===== src/rtl/ptw_pkg.sv =====
package ptw_pkg;
  localparam int BIT_V = 0;
  localparam int BIT_R = 1;
  localparam int BIT_W = 2;

  typedef enum logic { LVL_FIRST = 1'b0, LVL_SECOND = 1'b1 } fault_lvl_e;
  typedef enum logic { CAUSE_INVALID = 1'b0, CAUSE_PERM = 1'b1 } fault_cause_e;

  typedef enum logic [2:0] {
    ST_IDLE, ST_READ_L1, ST_WAIT_L1, ST_READ_L2, ST_WAIT_L2, ST_DONE
  } walk_state_e;

  typedef struct packed {
    logic         capReq;
    logic         capL1;
    logic         capLeaf;
    logic         setFault;
    logic         selL2;
    fault_lvl_e   faultLvl;
    fault_cause_e faultCause;
  } walk_stb_t;
endpackage


===== src/rtl/ptw_datapath.sv =====
module ptw_datapath
  import ptw_pkg::*;
#(
  parameter int ADDR_W = 32,
  parameter int OFF_W  = 12,
  parameter logic [ADDR_W-1:0] BASE_RST = '0
) (
  input  logic              clk,
  input  logic              rstN,
  input  walk_stb_t         stb,
  input  logic              baseWrEn,
  input  logic [ADDR_W-1:0] baseWrData,
  input  logic [ADDR_W-1:0] reqVaddr,
  input  logic              reqWrite,
  input  logic [ADDR_W-1:0] memRspData,
  output logic [ADDR_W-1:0] memReqAddr,
  output logic              entryValid,
  output logic              permOk,
  output logic [ADDR_W-1:0] paddr,
  output logic              fault,
  output logic              faultLvl,
  output logic              faultCause
);
  localparam int IDX2_W  = OFF_W - 2;
  localparam int IDX1_W  = ADDR_W - OFF_W - IDX2_W;
  localparam int FRAME_W = ADDR_W - OFF_W;

  logic [ADDR_W-1:0]  baseReg;
  logic [ADDR_W-1:0]  vaReg;
  logic               wrReg;
  logic [ADDR_W-1:0]  l1AddrReg;
  logic [FRAME_W-1:0] l1Frame;

  wire [IDX1_W-1:0] reqIdx1 = reqVaddr[ADDR_W-1 -: IDX1_W];
  wire [IDX2_W-1:0] vaIdx2  = vaReg[OFF_W +: IDX2_W];

  always_ff @(posedge clk) begin
    if (!rstN) begin
      baseReg    <= BASE_RST;
      vaReg      <= '0;
      wrReg      <= 1'b0;
      l1AddrReg  <= '0;
      l1Frame    <= '0;
      paddr      <= '0;
      fault      <= 1'b0;
      faultLvl   <= 1'b0;
      faultCause <= 1'b0;
    end else begin
      if (baseWrEn) baseReg <= baseWrData;
      if (stb.capReq) begin
        vaReg     <= reqVaddr;
        wrReg     <= reqWrite;
        l1AddrReg <= baseReg + {{(ADDR_W-IDX1_W-2){1'b0}}, reqIdx1, 2'b00};
      end
      if (stb.capL1) l1Frame <= memRspData[ADDR_W-1 -: FRAME_W];
      if (stb.capLeaf) begin
        paddr <= {memRspData[ADDR_W-1 -: FRAME_W], vaReg[OFF_W-1:0]};
        fault <= 1'b0;
      end else if (stb.setFault) begin
        paddr      <= '0;
        fault      <= 1'b1;
        faultLvl   <= stb.faultLvl;
        faultCause <= stb.faultCause;
      end
    end
  end

  assign memReqAddr = stb.selL2 ? {l1Frame, vaIdx2, 2'b00} : l1AddrReg;
  assign entryValid = memRspData[BIT_V];
  assign permOk     = wrReg ? memRspData[BIT_W] : memRspData[BIT_R];

  // a fault always leaves a zero address behind
  p_fault_zero_addr_r4: assert property (@(posedge clk) disable iff (!rstN)
    stb.setFault |=> (fault && paddr == '0));
endmodule


===== src/rtl/ptw_control.sv =====
module ptw_control
  import ptw_pkg::*;
(
  input  logic      clk,
  input  logic      rstN,
  input  logic      reqValid,
  output logic      reqReady,
  output logic      rspValid,
  output logic      memReqValid,
  input  logic      memReqReady,
  input  logic      memRspValid,
  input  logic      entryValid,
  input  logic      permOk,
  output walk_stb_t stb
);
  walk_state_e state, nextState;

  always_ff @(posedge clk) begin
    if (!rstN) state <= ST_IDLE;
    else       state <= nextState;
  end

  always_comb begin
    nextState   = state;
    stb         = '0;
    reqReady    = 1'b0;
    rspValid    = 1'b0;
    memReqValid = 1'b0;
    case (state)
      ST_IDLE: begin
        reqReady = 1'b1;
        if (reqValid) begin
          stb.capReq = 1'b1;
          nextState  = ST_READ_L1;
        end
      end
      ST_READ_L1: begin
        memReqValid = 1'b1;
        if (memReqReady) nextState = ST_WAIT_L1;
      end
      ST_WAIT_L1: begin
        if (memRspValid) begin
          if (entryValid) begin
            stb.capL1 = 1'b1;
            nextState = ST_READ_L2;
          end else begin
            stb.setFault   = 1'b1;
            stb.faultLvl   = LVL_FIRST;
            stb.faultCause = CAUSE_INVALID;
            nextState      = ST_DONE;
          end
        end
      end
      ST_READ_L2: begin
        stb.selL2   = 1'b1;
        memReqValid = 1'b1;
        if (memReqReady) nextState = ST_WAIT_L2;
      end
      ST_WAIT_L2: begin
        stb.selL2 = 1'b1;
        if (memRspValid) begin
          nextState = ST_DONE;
          if (!entryValid) begin
            stb.setFault   = 1'b1;
            stb.faultLvl   = LVL_SECOND;
            stb.faultCause = CAUSE_INVALID;
          end else if (!permOk) begin
            stb.setFault   = 1'b1;
            stb.faultLvl   = LVL_SECOND;
            stb.faultCause = CAUSE_PERM;
          end else begin
            stb.capLeaf = 1'b1;
          end
        end
      end
      ST_DONE: begin
        rspValid  = 1'b1;
        nextState = ST_IDLE;
      end
      default: nextState = ST_IDLE;
    endcase
  end

  p_rsp_pulse_r8: assert property (@(posedge clk) disable iff (!rstN)
    rspValid |=> !rspValid);
  p_busy_not_ready_r7: assert property (@(posedge clk) disable iff (!rstN)
    (reqValid && reqReady) |=> !reqReady);
  p_no_read_in_flight_r10: assert property (@(posedge clk) disable iff (!rstN)
    (memReqValid && memReqReady) |=> !memReqValid);
endmodule


===== src/rtl/ptw_top.sv =====
module ptw_top
  import ptw_pkg::*;
#(
  parameter int ADDR_W = 32,
  parameter int OFF_W  = 12
) (
  input  logic              clk,
  input  logic              rstN,
  input  logic              baseWrEn,
  input  logic [ADDR_W-1:0] baseWrData,
  input  logic              reqValid,
  output logic              reqReady,
  input  logic [ADDR_W-1:0] reqVaddr,
  input  logic              reqWrite,
  output logic              rspValid,
  output logic [ADDR_W-1:0] rspPaddr,
  output logic              rspFault,
  output logic              rspFaultLevel,
  output logic              rspFaultCause,
  output logic              memReqValid,
  input  logic              memReqReady,
  output logic [ADDR_W-1:0] memReqAddr,
  input  logic              memRspValid,
  input  logic [ADDR_W-1:0] memRspData
);
  walk_stb_t stb;
  logic entryValid, permOk;

  ptw_control u_ctrl (
    .clk, .rstN, .reqValid, .reqReady, .rspValid,
    .memReqValid, .memReqReady, .memRspValid,
    .entryValid, .permOk, .stb
  );

  ptw_datapath #(.ADDR_W(ADDR_W), .OFF_W(OFF_W)) u_dp (
    .clk, .rstN, .stb, .baseWrEn, .baseWrData, .reqVaddr, .reqWrite,
    .memRspData, .memReqAddr, .entryValid, .permOk,
    .paddr(rspPaddr), .fault(rspFault),
    .faultLvl(rspFaultLevel), .faultCause(rspFaultCause)
  );

  p_memreq_hold_r10: assert property (@(posedge clk) disable iff (!rstN)
    (memReqValid && !memReqReady) |=> (memReqValid && $stable(memReqAddr)));
endmodule


===== config.mk =====
export PLATFORM = sky130hd
export DESIGN_NAME = ptw_top
export DESIGN_NICKNAME = d
export VERILOG_FILES = /design/src/rtl/ptw_pkg.sv /design/src/rtl/ptw_datapath.sv /design/src/rtl/ptw_control.sv /design/src/rtl/ptw_top.sv
export SDC_FILE = /design/constraint.sdc
export NUM_CORES = 1
export LEC_CHECK = 0
export CORE_ASPECT_RATIO = 2
export CORE_UTILIZATION = 44
export DETAILED_ROUTE_END_ITERATION = 6
export GPL_TIMING_DRIVEN = 0
export PLACE_DENSITY = 0.76
export SLEW_MARGIN = 25
export SYNTH_ARGS = -nofsm -noshare
export SYNTH_HDL_FRONTEND = slang
export SYNTH_HIERARCHICAL = 1
export SYNTH_SLANG_ARGS = --single-unit

===== constraint.sdc =====
create_clock -name clk -period 2.4 [get_ports clk]
set_clock_uncertainty 0.15 [all_clocks]
set_input_delay 0.48 -clock clk [delete_from_list [all_inputs] [get_ports clk]]
set_output_delay 0.48 -clock clk [all_outputs]
set_load 0.02 [all_outputs]

# --- After elaboration in Yosys (flattened, before gate mapping) ---
# Index checks and enable logic that the tools add are counted.
word_totals:
  out_inout_bits: 70
  regBits: 145
  inputBits: 103
  latchBits: 0
  mem_bits_ro: 0
  elab_cells: 63
  mem_bits_rw: 0
  mem_count: 0
classes:
  mul: 0
  eq_ne: 10
  n_bitwise: 2
  n_lt_le_gt_ge: 0
  div_mod_pow: 0
  n_reduce_logical: 7
  shift: 0
  add_sub_neg: 1
  mux: 33
op_table:
  columns: ["operator", "n"]
  rows:
  - ["32-bit 2-to-1 mux", 3]
  - ["32-bit by 12-bit adder with 32-bit output", 1]
  - ["3-bit 2-to-1 mux", 6]
  - ["1-bit 2-to-1 mux", 17]
  - ["3-bit one-hot mux with 5 select lines", 1]
  - ["2-bit 2-to-1 mux", 5]
  - ["2-bit inequality test (second input constant)", 5]
  - ["3-bit by 2-bit equality test with 1-bit output (second input constant)", 2]
  - ["3-bit equality test (second input constant)", 2]
  - ["2-bit OR reduction", 3]
  - ["5-bit AND reduction", 1]
  - ["3-bit by 1-bit equality test with 1-bit output (second input constant)", 1]
  - ["3-bit logical NOT", 1]
  - ["1-bit NOT", 2]
  - ["1-bit one-hot mux with 2 select lines", 1]
  - ["2-bit AND reduction", 1]
  - ["2-bit nonzero test", 1]

# --- Longest topological paths before layout ---
depth:
  word_depth: 7
  ltp_mapped: 10
  mapped_depth_nobuf: 9

# --- By module ---
# The synthesis kept the hierarchy.
modules_own_cells:
  columns: ["module", "seq_area_each_um2", "area_per_inst_um2", "instances", "cells_each"]
  rows:
  - ["ptw_datapath", 2842.7, 6339.8, 1, 669]
  - ["ptw_control", 60.1, 250.2, 1, 33]

# --- Least setup slack after synthesis ---
# Ideal clock, no wire load.
synth_path:
  path_type: "input -> register"
  startpoint: "input port reqVaddr[22]"
  endpoint: "register u_dp.l1AddrReg[20]"
  setup_time_ns: 0.091
  t_required_ns: 2.159
  path_slack_ns: -0.145
  arrival_ns: 2.304
  path_stages: 10
  path_buffers: 1
  path_cell_list: "ha_1 inv_1 fa_1 nor2b_1 o2111ai_1 nand4_1 nand2_1 buf_6 or3_1 a311oi_1"
synth_via:
  elab_chain_len: 1
synth_rtl:
  columns: ["item", "line_no", "rtl"]
  rows:
  - ["from (decl)", "ptw_top.sv:13", "input logic [ADDR_W-1:0] reqVaddr,"]
  - ["32-bit by 12-bit adder with 32-bit output", "ptw_datapath.sv:53", "l1AddrReg <= baseReg + {{(ADDR_W-IDX1_W-2){1'b0}}, reqIdx1, 2'b00};"]
  - ["to (signal assigned)", "ptw_datapath.sv:53", null]
  - ["to (decl)", "ptw_datapath.sv:31", "logic [ADDR_W-1:0] l1AddrReg;"]
# No other way between the ends.
# A chain may end at the register's enable or synchronous reset.

==> results.md <==
- Synth Net Count: 816
- Later-pin clock latency in the skew report: roughly 0.42 ns
- Core Area: 0.0145 mm²
- FF-to-FF path depth: 10
- Pleak: approximately 3.8 nW
- Final Cycle Share: 111%
- Dpl hpwl: 14.3 mm
- Synthesized cell area: 0.00659 mm²
- FP Rows: 62
- Critical path class: flop to output port
- Slew @ Worst Pin: 0.739 ns
- CP max FO: 7
- Met3 GRT Util: approximately 4.3%
- Post-synth EDFFs: 0
- Crit start category: flop
- Global routing met1 resource utilization: 23.8%
- Setup WS post-layout: -0.272 ns
- Die width: 88.5 µm
- Synth Instances: 702
- First-pass GRT wire length: 29.2 mm
- Vias in the first global route: around 5.7k
- Failing checks: negative setup slack
- CTS HTree Levels: 4
- Initial antenna violation count: 0
- Avg Cell Area, Syn: 9.39 µm²
- GRT Util Overall: 25.1%
- Peak VDD IR: about 0.53 mV
- Max-slew violation count: 0
- Slew headroom: 50.7%
- Die H: about 180 µm
- P per Cell Area: around 680 mW/mm²
- I/O pin cnt: between 150 and 200
- CTS buffer count: 17
- Fmax: 374 MHz
- Min Hold Slack: between 0.3 and 0.4 ns
- GRT overflow: 0
- DRT Pass-1 Iters: 5
- DRT antenna net count: 0
- Worst Path Arrival: 2.04 ns
- Layout fillers: 1205
- GRT busiest layer: met2
- Seq. cell area: 0.00291 mm²
- Routed WL per cell: 17.5 µm
- Initial Utilization: between 40 and 50%
- Register area share after synthesis: 44.0%
- Drc violations: 0
- Max_cap viols: 0
- Fraction of layout cells with a size suffix above 1: around a fifth
- Crit path time final: 2.67 ns
- Iter 0 DRT Violations: 276
- # diodes: 0
- Vias after detailed routing: roughly 6k
- Largest net degree at the start of global routing: 17
- Synthesized flop and latch total: approximately 150
- # setup viols final: 33
- Via density: 5.30
- Cell variety after synth: 53
- CTS max path bufs: 2
- Status: complete, but fails checks
- RSZ-0062 raised after global routing: true
- Multi-input logic area: 0.00360 mm²
- Met2 Track Usage GR: 48.6%
- Crit. End Element: output port
- Worst Path Required: around 1.8 ns
- GPL Wtd Cong: 0.830
- CTS Sinks: 145
- Hold Buf Count CTS: 0
- Root Driver: clkbuf_16
- Top_reg_cell synth: dfxtp_1
- Layout Nets: 1013
- Synth-to-Final Area Change: 44.4%
- PortBufs: around 160
- Final hold vios: 0
- WHS Path Cells: 4
- Worst hold path class: input pin to flop
- Layout Utilization: 65.6%
- Total Die Area: around 0.016 mm²
- Clk slew on worst S/H paths: roughly 0.070 ns
- Async set or reset register ratio after synthesis: 0%
- Synthesis Warnings: 6
- DRT Wirelength: around 19 mm
- TritonCTS clock tree: yes
[power breakdown]
part           leakage, nW  internal, W  switching (W)
sequential            1.19      0.00253      0.0000903
combinational         2.29     0.000549       0.000495
clock                0.302      0.00176        0.00109
total                 3.78      0.00484        0.00167
[synthesized netlist by cell type, types with 2 or more instances]
cell	count	area share (%)
nand3b_1	7	0.80
mux2i_1	86	13
a21oi_1	54	4.1
nor3b_1	33	3.8
and3_2	3	0.34
nor3_1	3	0.23
a211oi_1	3	0.34
o211ai_1	2	0.23
or2b_1	2	0.23
nand2_1	14	0.80
nor2_1	126	7.2
xnor2_1	11	1.5
and2b_1	3	0.34
a31oi_1	9	0.85
dfxtp_1	145	44
mux2_2	31	5.3
and3_1	5	0.47
and2_1	3	0.28
or4_1	6	0.68
nor2b_1	7	0.66
a21o_2	2	0.27
buf_6	3	0.51
nand4_1	8	0.76
and4_1	3	0.40
or3_1	3	0.28
and2_4	2	0.27
clkbuf_8	2	0.42
a21boi_0	2	0.23
o21a_1	2	0.23
ha_1	10	1.9
buf_1	3	0.17
nand3_1	11	0.84
o21ai_0	21	1.6
a21o_1	4	0.46
clkbuf_1	39	2.2
nand2b_1	3	0.28
or2_2	2	0.19
inv_1	5	0.28
o31ai_1	6	0.68
xor2_1	5	0.66
[per-stage QoR]
step	power [W]	cell area [µm²]	setup TNS, ns	setup slack (ns)	cells
floorplan	0.00318	6610	0	0.00373	702
global placement	0.00361	8460	-67.83	-0.930	1055
detailed placement	0.00362	8460	-69.91	-0.911	1055
CTS	0.00649	9280	-7.35	-0.291	1099
global route	0.00673	9520	-9.21	-0.315	1104
finish	0.00651	9520	-7.73	-0.272	1104
[timing repair]
action	CTS	global route
endpoints found under the setup margin	60	96
pin swaps	7	19
gates resized for setup	203	65
setup buffers	12	5
hold endpoints to repair	0	0
gates cloned	1	1
[cells by family (layout without fill, tap and decap cells)]
group / Yosys count / in the layout / synth area share, %
AND/OR/NAND/NOR: 246 / 246 / 19.1
multiplexers: 117 / 117 / 18.4
flip-flops: 145 / 145 / 44.0
AO/OA/AOI/OAI: 111 / 111 / 9.82
XOR/XNOR: 16 / 16 / 2.13
buffers and inverters: 56 / 266 / 4.35
adder cells (fa/ha/maj): 11 / 11 / 2.20
[placed cells by master (no fill, tap or decap), types with 4 or more instances in the layout]
master and n:
a21oi_1 53, xor2_1 5, inv_1 4, dfxtp_1 140, dlygate4sd2_1 6, nor2b_1 4
mux2_2 27, clkbuf_2 13, and3_1 5, buf_6 30, ha_4 8, nor3b_1 33
bufinv_16 4, nand4_1 8, buf_4 18, buf_2 5, o21ai_0 20, o31ai_2 4
mux2_4 4, clkbuf_1 26, xnor2_1 11, or4_1 6, nor2_1 126, mux2i_1 86
nand3_1 11, clkbuf_16 18, clkdlybuf4s50_1 121, inv_6 4, nand3b_1 7, a31oi_1 9
nand2_1 13, clkinv_4 4
[cell type report]
type | instances | area share, %
plain buffers | 48 | 3.26
clock buffers | 18 | 4.51
clock inverters | 14 | 2.16
inverters | 6 | 0.237
multi-input cells | 501 | 37.8
flip-flops and latches | 145 | 30.6
well taps | 192 | 2.52
repair buffers | 180 | 18.9
[flip-flops by register name, summed over array words and instances (netlist names)]
name / flops
u_ctrl/state: 3
u_dp/baseReg: 32
u_dp/fault: 1
u_dp/faultCause: 1
u_dp/faultLvl: 1
u_dp/l1AddrReg: 32
u_dp/l1Frame: 20
u_dp/paddr: 32
u_dp/vaReg: 22
u_dp/wrReg: 1
[layer usage]
metal  wire length [µm]  vias to the layer above
li1                   -                     2849
met1               6700                     2762
met2              11000                      180
met3                691                       60
met4                898                        0
met5                  0                        -
[path summary, 6_finish.rpt]
check | to | slack, ns | startpoint
hold / removal | u_dp/faultLvl | 0.32 | memRspData[0]
setup / recovery | memReqAddr[17] | -0.27 | u_ctrl/state[1]
setup reg to reg | u_dp/l1AddrReg[20] | -0.02 | u_dp/baseReg[2]
hold reg to reg | u_ctrl/state[1] | 0.33 | u_ctrl/state[2]
[worst max-delay path: stages (launching register included)]
cell     delay, ns
dfxtp_4       0.35
and2b_2       0.21
and2b_1       0.17
a21o_4        0.26
buf_8         0.16
mux2_4        0.32
buf_6         0.14
No activity file was read; power rests on OpenSTA's default activity.
